## src/rtl/crq_pkg.sv

```systemverilog
package crq_pkg;

  typedef enum logic [1:0] {
    SLOT_FREE = 2'd0,
    SLOT_PEND = 2'd1,
    SLOT_SENT = 2'd2,
    SLOT_PARK = 2'd3
  } slot_st_e;

  localparam logic [1:0] RSP_ACCEPT = 2'd0;
  localparam logic [1:0] RSP_RETRY  = 2'd1;
  localparam logic [1:0] RSP_GRANT  = 2'd2;

endpackage

```

## src/rtl/crq_slot_bank.sv

```systemverilog
module crq_slot_bank
  import crq_pkg::*;
#(
  parameter int SLOTS = 4,
  parameter int OP_W  = 4,
  parameter int PLD_W = 16,
  parameter int TAG_W = 2
) (
  input  logic             clk,
  input  logic             rst_n,
  input  logic             alloc_en,
  input  logic [TAG_W-1:0] alloc_idx,
  input  logic [OP_W-1:0]  alloc_op,
  input  logic [PLD_W-1:0] alloc_pld,
  input  logic             send_en,
  input  logic [TAG_W-1:0] send_idx,
  input  logic             send_ar,
  input  logic             park_en,
  input  logic [TAG_W-1:0] park_idx,
  input  logic             free_en,
  input  logic [TAG_W-1:0] free_idx,
  output slot_st_e         st_o  [SLOTS],
  output logic             ar_o  [SLOTS],
  output logic [OP_W-1:0]  op_o  [SLOTS],
  output logic [PLD_W-1:0] pld_o [SLOTS]
);

  for (genvar i = 0; i < SLOTS; i++) begin : g_slot
    slot_st_e         st_q, st_d;
    logic             ar_q, ar_d;
    logic [OP_W-1:0]  op_q;
    logic [PLD_W-1:0] pld_q;
    logic             hit_alloc, hit_send, hit_park, hit_free;

    assign hit_alloc = alloc_en && (alloc_idx == TAG_W'(i));
    assign hit_send  = send_en  && (send_idx  == TAG_W'(i));
    assign hit_park  = park_en  && (park_idx  == TAG_W'(i));
    assign hit_free  = free_en  && (free_idx  == TAG_W'(i));

    always_comb begin
      st_d = st_q;
      ar_d = ar_q;
      if (hit_alloc) st_d = SLOT_PEND;
      if (hit_send) begin
        st_d = SLOT_SENT;
        ar_d = send_ar;
      end
      if (hit_park) st_d = SLOT_PARK;
      if (hit_free) st_d = SLOT_FREE;
    end

    always_ff @(posedge clk or negedge rst_n) begin
      if (!rst_n) begin
        st_q <= SLOT_FREE;
        ar_q <= 1'b0;
      end else begin
        st_q <= st_d;
        ar_q <= ar_d;
      end
    end

    always_ff @(posedge clk) begin
      if (hit_alloc) begin
        op_q  <= alloc_op;
        pld_q <= alloc_pld;
      end
    end

    assign st_o[i]  = st_q;
    assign ar_o[i]  = ar_q;
    assign op_o[i]  = op_q;
    assign pld_o[i] = pld_q;


    alloc_into_free_chk: assert property (@(posedge clk) disable iff (!rst_n)
      hit_alloc |-> st_q == SLOT_FREE);


    free_only_sent_chk: assert property (@(posedge clk) disable iff (!rst_n)
      hit_free |-> st_q == SLOT_SENT);


    park_only_sent_chk: assert property (@(posedge clk) disable iff (!rst_n)
      hit_park |-> (st_q == SLOT_SENT && ar_q));
  end

endmodule

```

## src/rtl/crq_park_queue.sv

```systemverilog
module crq_park_queue #(
  parameter int SLOTS = 4,
  parameter int TAG_W = 2
) (
  input  logic             clk,
  input  logic             rst_n,
  input  logic             push_i,
  input  logic [TAG_W-1:0] push_tag_i,
  input  logic             grant_i,
  input  logic             pop_i,
  output logic [TAG_W-1:0] head_o,
  output logic             ready_o,
  output logic             pool_o
);

  localparam int CNT_W = $clog2(SLOTS + 1);

  logic [TAG_W-1:0] mem [SLOTS];
  logic [TAG_W-1:0] rd_q, rd_d, wr_q, wr_d;
  logic [CNT_W-1:0] cnt_q, cnt_d, gcnt_q, gcnt_d;
  logic             bind_grant;

  function automatic logic [TAG_W-1:0] wrap_inc(input logic [TAG_W-1:0] p);
    return (p == TAG_W'(SLOTS - 1)) ? '0 : p + 1'b1;
  endfunction

  assign pool_o     = grant_i && (gcnt_q == cnt_q);
  assign bind_grant = grant_i && (gcnt_q != cnt_q);
  assign ready_o    = (gcnt_q != '0);
  assign head_o     = mem[rd_q];

  always_comb begin
    rd_d   = pop_i  ? wrap_inc(rd_q) : rd_q;
    wr_d   = push_i ? wrap_inc(wr_q) : wr_q;
    cnt_d  = cnt_q + CNT_W'(push_i) - CNT_W'(pop_i);
    gcnt_d = gcnt_q + CNT_W'(bind_grant) - CNT_W'(pop_i);
  end

  always_ff @(posedge clk or negedge rst_n) begin
    if (!rst_n) begin
      rd_q   <= '0;
      wr_q   <= '0;
      cnt_q  <= '0;
      gcnt_q <= '0;
    end else begin
      rd_q   <= rd_d;
      wr_q   <= wr_d;
      cnt_q  <= cnt_d;
      gcnt_q <= gcnt_d;
    end
  end

  always_ff @(posedge clk) begin
    if (push_i) mem[wr_q] <= push_tag_i;
  end


  grants_within_parked_chk: assert property (@(posedge clk) disable iff (!rst_n)
    gcnt_q <= cnt_q);


  no_push_when_full_chk: assert property (@(posedge clk) disable iff (!rst_n)
    push_i |-> cnt_q < CNT_W'(SLOTS));


  pop_needs_grant_chk: assert property (@(posedge clk) disable iff (!rst_n)
    pop_i |-> gcnt_q != '0);

endmodule

```

## src/rtl/crq_pacer.sv

```systemverilog
module crq_pacer #(
  parameter int GAP_W = 4
) (
  input  logic             clk,
  input  logic             rst_n,
  input  logic             rsp_valid_i,
  input  logic             rsp_busy_i,
  input  logic             issue_i,
  input  logic [GAP_W-1:0] gap_cfg_i,
  output logic             open_o
);

  logic             busy_q, busy_d;
  logic [GAP_W-1:0] gap_q, gap_d;

  always_comb begin
    busy_d = rsp_valid_i ? rsp_busy_i : busy_q;
    if (issue_i)          gap_d = busy_q ? gap_cfg_i : '0;
    else if (gap_q != '0) gap_d = gap_q - 1'b1;
    else                  gap_d = gap_q;
  end

  always_ff @(posedge clk or negedge rst_n) begin
    if (!rst_n) begin
      busy_q <= 1'b0;
      gap_q  <= '0;
    end else begin
      busy_q <= busy_d;
      gap_q  <= gap_d;
    end
  end

  assign open_o = (gap_q == '0);


  gap_blocks_issue_chk: assert property (@(posedge clk) disable iff (!rst_n)
    (gap_q != '0) |-> !issue_i);

endmodule

```

## src/rtl/crq_retry_ctrl.sv

```systemverilog
module crq_retry_ctrl
  import crq_pkg::*;
#(
  parameter int              SLOTS        = 4,
  parameter int              OP_W         = 4,
  parameter int              PLD_W        = 16,
  parameter int              CRED_W       = 4,
  parameter int              INIT_CREDITS = 2,
  parameter int              GAP_W        = 4,
  parameter logic [OP_W-1:0] PREFETCH_OP  = '1,
  parameter int              TAG_W        = (SLOTS > 1) ? $clog2(SLOTS) : 1
) (
  input  logic             clk,
  input  logic             rst_n,
  input  logic [GAP_W-1:0] busy_gap,
  input  logic             in_valid,
  input  logic [OP_W-1:0]  in_op,
  input  logic [PLD_W-1:0] in_payload,
  output logic             in_ready,
  output logic             out_valid,
  output logic [TAG_W-1:0] out_tag,
  output logic [OP_W-1:0]  out_op,
  output logic [PLD_W-1:0] out_payload,
  output logic             out_allow_retry,
  input  logic             rsp_valid,
  input  logic [1:0]       rsp_kind,
  input  logic [TAG_W-1:0] rsp_tag,
  input  logic             rsp_busy,
  output logic             done_valid,
  output logic [TAG_W-1:0] done_tag,
  output logic             proto_err
);

  slot_st_e         bank_st  [SLOTS];
  logic             bank_ar  [SLOTS];
  logic [OP_W-1:0]  bank_op  [SLOTS];
  logic [PLD_W-1:0] bank_pld [SLOTS];

  logic             free_any, pend_any;
  logic [TAG_W-1:0] free_idx, pend_idx;
  logic             alloc_en;
  logic             pq_ready, pq_pool;
  logic [TAG_W-1:0] pq_head;
  logic             pace_open;
  logic             retry_go, new_go, send_en, send_ar;
  logic [TAG_W-1:0] send_idx;
  logic             rsp_in_range, rsp_hit, acc_hit, rty_hit, park_en, err_set, grant;
  logic [CRED_W-1:0] cred_q, cred_d;
  logic [CRED_W:0]   cred_sum;

  logic             out_valid_q, out_ar_q, done_valid_q, err_q;
  logic [TAG_W-1:0] out_tag_q, done_tag_q;
  logic [OP_W-1:0]  out_op_q;
  logic [PLD_W-1:0] out_pld_q;

  // lowest-index free and pending slots
  always_comb begin
    free_any = 1'b0;
    free_idx = '0;
    pend_any = 1'b0;
    pend_idx = '0;
    for (int i = SLOTS - 1; i >= 0; i--) begin
      if (bank_st[i] == SLOT_FREE) begin
        free_any = 1'b1;
        free_idx = TAG_W'(i);
      end
      if (bank_st[i] == SLOT_PEND) begin
        pend_any = 1'b1;
        pend_idx = TAG_W'(i);
      end
    end
  end

  assign in_ready = free_any;
  assign alloc_en = in_valid && free_any;

  // response decode
  always_comb begin
    rsp_in_range = (int'(rsp_tag) < SLOTS);
    rsp_hit      = rsp_valid && rsp_in_range && (bank_st[rsp_tag] == SLOT_SENT);
    acc_hit      = rsp_hit && (rsp_kind == RSP_ACCEPT);
    rty_hit      = rsp_hit && (rsp_kind == RSP_RETRY);
    park_en      = rty_hit && bank_ar[rsp_tag];
    err_set      = rty_hit && !bank_ar[rsp_tag];
    grant        = rsp_valid && (rsp_kind == RSP_GRANT);
  end

  // issue arbitration: granted reissues first, then new requests
  always_comb begin
    retry_go = pq_ready;
    new_go   = !pq_ready && pend_any && (cred_q != '0) && pace_open;
    send_en  = retry_go || new_go;
    send_idx = retry_go ? pq_head : pend_idx;
    send_ar  = retry_go ? 1'b0 : (bank_op[pend_idx] != PREFETCH_OP);
  end

  // credit pool
  always_comb begin
    cred_sum = {1'b0, cred_q} + (CRED_W + 1)'(acc_hit) + (CRED_W + 1)'(pq_pool)
             - (CRED_W + 1)'(new_go);
    cred_d   = cred_sum[CRED_W] ? '1 : cred_sum[CRED_W-1:0];
  end

  always_ff @(posedge clk or negedge rst_n) begin
    if (!rst_n) begin
      cred_q       <= CRED_W'(INIT_CREDITS);
      out_valid_q  <= 1'b0;
      done_valid_q <= 1'b0;
      err_q        <= 1'b0;
    end else begin
      cred_q       <= cred_d;
      out_valid_q  <= send_en;
      done_valid_q <= acc_hit;
      err_q        <= err_q || err_set;
    end
  end

  always_ff @(posedge clk) begin
    if (send_en) begin
      out_tag_q <= send_idx;
      out_op_q  <= bank_op[send_idx];
      out_pld_q <= bank_pld[send_idx];
      out_ar_q  <= send_ar;
    end
    if (acc_hit) done_tag_q <= rsp_tag;
  end

  crq_slot_bank #(
    .SLOTS(SLOTS), .OP_W(OP_W), .PLD_W(PLD_W), .TAG_W(TAG_W)
  ) u_bank (
    .clk       (clk),
    .rst_n     (rst_n),
    .alloc_en  (alloc_en),
    .alloc_idx (free_idx),
    .alloc_op  (in_op),
    .alloc_pld (in_payload),
    .send_en   (send_en),
    .send_idx  (send_idx),
    .send_ar   (send_ar),
    .park_en   (park_en),
    .park_idx  (rsp_tag),
    .free_en   (acc_hit),
    .free_idx  (rsp_tag),
    .st_o      (bank_st),
    .ar_o      (bank_ar),
    .op_o      (bank_op),
    .pld_o     (bank_pld)
  );

  crq_park_queue #(
    .SLOTS(SLOTS), .TAG_W(TAG_W)
  ) u_park (
    .clk        (clk),
    .rst_n      (rst_n),
    .push_i     (park_en),
    .push_tag_i (rsp_tag),
    .grant_i    (grant),
    .pop_i      (retry_go),
    .head_o     (pq_head),
    .ready_o    (pq_ready),
    .pool_o     (pq_pool)
  );

  crq_pacer #(
    .GAP_W(GAP_W)
  ) u_pace (
    .clk         (clk),
    .rst_n       (rst_n),
    .rsp_valid_i (rsp_valid),
    .rsp_busy_i  (rsp_busy),
    .issue_i     (new_go),
    .gap_cfg_i   (busy_gap),
    .open_o      (pace_open)
  );

  assign out_valid       = out_valid_q;
  assign out_tag         = out_tag_q;
  assign out_op          = out_op_q;
  assign out_payload     = out_pld_q;
  assign out_allow_retry = out_ar_q;
  assign done_valid      = done_valid_q;
  assign done_tag        = done_tag_q;
  assign proto_err       = err_q;


  prefetch_first_try_chk: assert property (@(posedge clk) disable iff (!rst_n)
    (out_valid && out_op == PREFETCH_OP) |-> !out_allow_retry);


  err_sticky_chk: assert property (@(posedge clk) disable iff (!rst_n)
    proto_err |=> proto_err);


  accept_done_chk: assert property (@(posedge clk) disable iff (!rst_n)
    acc_hit |=> (done_valid && done_tag == $past(rsp_tag)));


  reissue_from_parked_chk: assert property (@(posedge clk) disable iff (!rst_n)
    retry_go |-> bank_st[pq_head] == SLOT_PARK);


  new_issue_has_credit_chk: assert property (@(posedge clk) disable iff (!rst_n)
    (send_en && send_ar) |-> cred_q != '0);

endmodule

```

## config.mk

```make
export PLATFORM = sky130hd
export DESIGN_NAME = crq_retry_ctrl
export DESIGN_NICKNAME = d
export VERILOG_FILES = /design/src/rtl/crq_pkg.sv /design/src/rtl/crq_slot_bank.sv /design/src/rtl/crq_park_queue.sv /design/src/rtl/crq_pacer.sv /design/src/rtl/crq_retry_ctrl.sv
export SDC_FILE = /design/constraint.sdc
export NUM_CORES = 1
export LEC_CHECK = 0
export ABC_CLOCK_PERIOD_IN_PS = 4500
export CORE_ASPECT_RATIO = 1.2
export CORE_MARGIN = 2
export CORE_UTILIZATION = 63
export DETAILED_ROUTE_END_ITERATION = 7
export DONT_BUFFER_PORTS = 1
export PLACE_DENSITY = 0.79
export SLEW_MARGIN = 0
export SYNTH_ARGS = -nofsm -noshare
export SYNTH_HDL_FRONTEND = slang
export SYNTH_SLANG_ARGS = --single-unit
export TNS_END_PERCENT = 5
```

## constraint.sdc

```tcl
create_clock -name clk -period 4.5 [get_ports clk]
set_input_delay 0.45 -clock clk [delete_from_list [all_inputs] [get_ports clk]]
set_output_delay 0.45 -clock clk [all_outputs]
set_load 0.01 [all_outputs]
```

==> results of run 1 <==
-- kinds of logic after synthesis --
group           synth area share (%)
compound gates                  8.55
xor+xnor                        1.57
fa+ha+maj                       4.57
buf+inv                         2.49
flops                           69.2
mux                             3.45
simple gates                    10.2
-- layout make-up --
class / count / area [um^2]
Multi-Input combinational cell: 256 / 1780
Fill cell: 616 / 2580
Tap cell: 123 / 154
Clock buffer: 17 / 425
Timing Repair Buffer: 8 / 75.1
Clock inverter: 15 / 165
Inverter: 25 / 93.8
Sequential cell: 147 / 4250
-- report_power, final --
group          internal [mW]  switching (mW)
combinational          0.531           0.865
sequential              1.89           0.264
clock                  0.863           0.513
-- cell usage after synthesis, drive strengths merged (4+ instances only) --
| cell type | number |
|---|---|
| clkbuf | 9 |
| nor2 | 11 |
| o22ai | 6 |
| nor3 | 7 |
| edfxtp | 113 |
| nand2 | 82 |
| xor2 | 5 |
| a21oi | 26 |
| ha | 16 |
| fa | 4 |
| buf | 5 |
| a32oi | 20 |
| mux2 | 9 |
| dfrtp | 33 |
| and3 | 4 |
| xnor2 | 6 |
| mux4 | 4 |
| o21ai | 6 |
| nand2b | 9 |
| inv | 25 |
| nand4 | 5 |
-- metrics by stage --
step	std cells	hold WS (ns)	total power, mW	setup WS [ns]	utilization, %
floorplan	442	0.154	3.17	0.903	-
global placement	557	0.156	3.46	0.944	66.4
detailed placement	557	0.155	3.56	0.795	66.4
CTS	591	0.119	4.96	0.776	72.9
global route	591	0.112	5.20	0.611	72.9
finish	591	0.132	4.93	0.796	72.9
-- critical path, stage by stage (launching register included) --
cell and delay, ns:
dfrtp_1 0.44, nand2b_1 0.17, mux4_2 0.50, or4b_1 0.62
ha_1 0.36, fa_1 0.44, fa_1 0.43, inv_1 0.07
a21oi_1 0.06, o21bai_1 0.17, xnor2_1 0.21, nand2_1 0.11
-- per-layer routing --
metal  vias up  track usage [%]  wire length (um)
met2       120             41.8              6440
met3        22             8.32               754
met4         0             10.1               273
li1       1655                -                 -
met5         -                0                 0
met1      1782             25.8              4190
-- worst min-delay path by stage --
stage	slack, ns	to	cells after the start
finish	0.13	u_bank.g_slot[1].pld_q[6]	0
global route	0.11	u_bank.g_slot[3].pld_q[15]	0
CTS	0.12	u_bank.g_slot[3].pld_q[14]	0
detailed placement	0.16	u_park.cnt_q[1]	0
global placement	0.16	u_pace.gap_q[0]	0
floorplan	0.15	cred_q[0]	0
-- state kept, by name (all words and copies together) (netlist names), 4 cells and up --
register and count:
u_bank.g_slot.pld_q 64, out_payload 16, u_bank.g_slot.op_q 16, u_bank.g_slot.st_q 8
u_park.mem 8, cred_q 4, out_op 4, u_bank.g_slot.ar_q 4
u_pace.gap_q 4
==> qor.yml, run 1 <==
final_layout:
  mostFrequentLayoutCell: "edfxtp_1"
  num_antenna_cells: 0
  fin_nets: 508
  fin_area_um2: 6930
  area_growth_pct: 13.0
  layout_common_cells: "edfxtp_1, nand2_1, dfrtp_1"
  drive_gt1_share_pct: 12.6
drt:
  routed_wl_mm: 11.7
  avgRoutedWirePerCell_um: 19.7
  route.detailed.drc: 0
  viasPerCell: 6.06
  vias: 3579
  first_pass_iters: 4
  antenna_left: 0
  detail_route.iter0.violations: 204
synth:
  syn_avg_cell_area_um2: 13.9
  netlist.area_leader.share_pct: 55.3
  synth_area_leaders: "edfxtp_1, dfrtp_1, nand2_1"
  synth_area_um2: 6130
  ys_warn_count: 0
  ys_ff_latch: 147
  syn_inst: 442
  ys.flop_type: "edfxtp_1"
  synthesis.nets: 495
  ys_types: 48
  async_flop_share_pct: 23.1
  synth_top_area_cell: "edfxtp_1"
  synth_enable_flop_cells: 113
  seq_area_frac_synth_pct: 69.2
grt:
  grt_use_total_pct: 23.8
  antenna_found_initial: 0
  grt_max_degree: 42
  grt_remaining_overflow: 0
  grt_pass1_vias: 3699
  grt_pass1_wl_mm: 18.4
clock_tree:
  hold_buffers: 2
  clockBufferDepth: 2
  cts-resized-gates: 0
  path_clk_slew_ns: 0.06
  cts_setup_buffers: 0
  cts_root_buffer: "clkbuf_16"
  clk_latency_ns: 0.41
  cts_tree: "done"
  clock-sinks: 147
  cts_buffers: 17
  h-tree-depth: 4
pwr:
  vdd_ir_drop_max_uv: 347
  leakage_nw: 2.61
  power_density_nw_per_um2: 711
critical_path:
  path_max_fanout: 7
  path_class: "flop to flop"
  worst-r2r-setup-slack_ns: 0.80
  critPathLaunchType: "flop"
  worstPathRequired_ns: 4.78
  endpoint_kind: "flop"
  worstRegToRegCells: 11
  r2r_end: "cred_q[2]"
  crit_arrival_ns: 3.98
  endpoint: "cred_q[2]"
  startpoint: "u_bank.g_slot[1].st_q[0]"
  r2r_start: "u_bank.g_slot[1].st_q[0]"
timing:
  finalSetupTns_ns: 0
  finClkSkew_ns: 0.00716
  finalSetupViolations: 0
  final_hold_viol_count: 0
  worst_pin_slew_ns: 1.21
  min_period_ns: 3.70
  drv_slew: 0
  timing.final.crit_share_pct: 82.3
  rsz0062_at_grt: "false"
  clock.fmax_ghz: 0.270
  slew_headroom_pct: 19.2
floorplanning:
  initial_core_util_pct: 64.5
  core_um2: 9520
  dieArea_um2: 10500
  die_w_um: 94.1
  die_h_um: 112
  pin_count: 62
  rows: 39
min_path:
  hp-class: "input pin to flop"
  hold_start: "in_payload[6]"
flow_run:
  maxCapViolCount: 0
place:
  post-dp-hpwl_mm: 7.56
  gp_congestion: 0.905
  io_buffers: 0
  place_area_um2: 6310
outcome:
  status: "completed"
(Power assumes the default switching activity.)
==> run 2: changes to the inputs <==
- ABC_CLOCK_PERIOD_IN_PS: 4500 -> 3000
- CORE_UTILIZATION: 63 -> 57
- PLACE_DENSITY: 0.79 -> 0.75
- clock period: 4.5 -> 3 ns (I/O delays scaled with it)
==> run 2 against run 1 <==
Compared with the run above: total power grew 50%; sequential power is 47% higher; cell area increased by 5.2%; routed wire length shrank 1.7%; utilization down 3.5 points; clock-buffer cell count is 2 higher; final cell count increased by 7.6%; non-clock buffer count increased by 39; first-iteration DRC count grew 15%; the run now ends with setup timing left; critical path depth is the same; worst hold slack worse by 0.10 ns.
==> qor.yml, run 2 (synthesis results as in run 1) <==
outcome:
  status: "complete, but fails checks"  # was completed
  violations: "setup timing"
drt:
  vias: 3722  # was 3579
  routed_wl_mm: 11.5  # was 11.7 mm
  antenna_left: 0  # unchanged
  route.detailed.drc: 0  # unchanged
  avgRoutedWirePerCell_um: 18.0  # was 19.7 um
  first_pass_iters: 4  # unchanged
  viasPerCell: 5.85  # was 6.06
  detail_route.iter0.violations: 234  # was 204
clock_tree:
  cts_setup_buffers: 0  # unchanged
  h-tree-depth: 4  # unchanged
  clock-sinks: 147  # unchanged
  clk_latency_ns: 0.42  # was 0.41 ns
  cts_tree: "done"  # unchanged
  cts_buffers: 17  # unchanged
  path_clk_slew_ns: 0.06  # about the same
  clockBufferDepth: 2  # unchanged
  cts_root_buffer: "clkbuf_16"  # unchanged
pwr:
  leakage_nw: 2.78  # was 2.61 nW
  power_density_nw_per_um2: 1020  # was 711 nW/um^2
  total_power_mw: 7.42  # was 4.93 mW
  vdd_ir_drop_max_uv: 563  # was 347 uV
critical_path:
  worstRegToRegCells: 11  # unchanged
  r2r_start: "u_bank.g_slot[3].st_q[0]"  # was u_bank.g_slot[1].st_q[0]
  worstPathRequired_ns: 3.30  # was 4.78 ns
  path_class: "flop to flop"  # unchanged
  path_max_fanout: 4  # was 7
  worst-r2r-setup-slack_ns: -0.22  # was 0.80 ns
  endpoint_kind: "flop"  # unchanged
  crit_arrival_ns: 3.52  # was 3.98 ns
  worst-path-buf-inv: 1  # unchanged
  worstPathCellList: "nand2b_4 -> mux4_2 -> or4b_4 -> ha_4 -> fa_2 -> fa_2 -> inv_2 -> a21oi_2 -> o21bai_1 -> xnor2_2 -> nand2_1"  # was nand2b_1 -> mux4_2 -> or4b_1 -> ha_1 -> fa_1 -> fa_1 -> inv_1 -> a21oi_1 -> o21bai_1 -> xnor2_1 -> nand2_1
  cp_top_family: "adder cells"  # unchanged
  cpPeakStageDelay_ns: 0.52  # was 0.62 ns
  cpMaxStageDelayCell: "or4b_4"  # was or4b_1
  critPathLaunchType: "flop"  # unchanged
  r2r_end: "cred_q[2]"  # unchanged
  path_common_cell: "fa_2"  # was fa_1
flow_run:
  maxCapViolCount: 0  # unchanged
min_path:
  min_path_cells: 1  # was 0
  hold_start: "rsp_busy"  # was in_payload[6]
  whs_endpoint: "u_pace.busy_q"  # was u_bank.g_slot[1].pld_q[6]
  hp-class: "input pin to flop"  # unchanged
grt:
  grt_max_degree: 42  # unchanged
  grt_pass1_vias: 4013  # was 3699
  antenna_found_initial: 0  # unchanged
  grt_remaining_overflow: 0  # unchanged
  grt_use_total_pct: 21.2  # was 23.8%
  grt_pass1_wl_mm: 18.9  # was 18.4 mm
final_layout:
  final_util_pct: 69.4  # was 72.9%
  num_antenna_cells: 0  # unchanged
  area_growth_pct: 18.9  # was 13.0%
  largest_register: "u_bank.g_slot.pld_q"  # unchanged
  drive_gt1_share_pct: 17.2  # was 12.6%
  largest_reg_flops: 64  # unchanged
  mostFrequentLayoutCell: "edfxtp_1"  # unchanged
  fin_nets: 547  # was 508
  layout_common_cells: "edfxtp_1, nand2_1, dfrtp_1"  # unchanged
  n_fill_cell: 684  # was 616
timing:
  slew_headroom_pct: 53.5  # was 19.2%
  rsz0062_at_grt: "true"  # was false
  timing.final.crit_share_pct: 107  # was 82.3%
  min_period_ns: 3.22  # was 3.70 ns
  final.setup.worst_slack_ns: -0.225  # was 0.796 ns
  clock.fmax_ghz: 0.310  # was 0.270 GHz
  drv_slew: 0  # unchanged
  final_hold_viol_count: 0  # unchanged
  finClkSkew_ns: 0.00724  # was 0.00716 ns
  finalSetupViolations: 4  # was 0
  worst_pin_slew_ns: 0.697  # was 1.21 ns
floorplanning:
  dieArea_um2: 11600  # was 10500 um^2
  die_w_um: 98.7  # was 94.1 um
  pin_count: 62  # unchanged
  rows: 41  # was 39
  core_um2: 10500  # was 9520 um^2
  initial_core_util_pct: 58.3  # was 64.5%
  die_h_um: 118  # was 112 um
place:
  io_buffers: 0  # unchanged
  gp_congestion: 0.848  # was 0.905
  post-dp-hpwl_mm: 7.39  # was 7.56 mm
-- run 2: repair_timing --
action,4_1_cts,5_1_grt
hold buffers,24,0
resized for setup,5,3
endpoints found under the setup margin,4,5
pin swaps,4,4
hold endpoints to repair,125,0
-- run 2: power by group --
part | internal [mW] | switching, mW | leakage [nW]
clock network | 1.14 | 0.797 | 0.263
logic | 0.940 | 1.38 | 1.07
registers | 2.83 | 0.332 | 1.45
-- run 2: stage by stage --
step	TNS (ns)	worst slack, ns	std cells	cell area (um^2)	hold WS [ns]
2_1_floorplan	-4.56	-0.279	442	6140	0.00441
3_3_place_gp	-0.741	-0.196	580	6450	0.00584
3_5_place_dp	-1.23	-0.326	580	6450	0.00546
4_1_cts	-0.812	-0.224	636	7290	0.0192
5_1_grt	-1.37	-0.364	636	7290	0.0186
6_report	-0.827	-0.225	636	7290	0.0320
-- run 2: area by class of cell --
cell class	instances	area (um^2)	area share, %
Sequential cell	147	4250	58.2
Clock inverter	13	113	1.54
Timing Repair Buffer	47	423	5.80
Multi-Input combinational cell	256	1830	25.0
Tap cell	129	161	2.21
Inverter	25	93.8	1.29
Clock buffer	19	433	5.93
-- run 2: worst max path at each step --
stage / from / to / cells after the start
after global placement: u_bank.g_slot[0].st_q[0] / cred_q[0] / 11
after floorplan: u_bank.g_slot[3].st_q[0] / cred_q[0] / 12
after detailed placement: u_bank.g_slot[3].st_q[0] / cred_q[3] / 11
after global routing: u_bank.g_slot[3].st_q[0] / cred_q[2] / 11
final: u_bank.g_slot[3].st_q[0] / cred_q[2] / 11
after CTS: u_bank.g_slot[2].st_q[0] / cred_q[2] / 11
-- run 2: routing by layer --
layer	GRT usage, %	vias up	part of all wire (%)
li1	-	1736	-
met1	23.3	1831	38
met2	37.8	137	54
met3	5.70	18	6.0
met4	9.93	0	1.9
met5	0	-	0
-- run 2: worst register-to-register path: stages, from the launching register on --
cell      delay (ns)
dfrtp_1         0.38
nand2b_4        0.14
mux4_2          0.50
or4b_4          0.52
ha_4            0.24
fa_2            0.38
fa_2            0.37
inv_2           0.07
a21oi_2         0.05
o21bai_1        0.20
xnor2_2         0.17
nand2_1         0.09
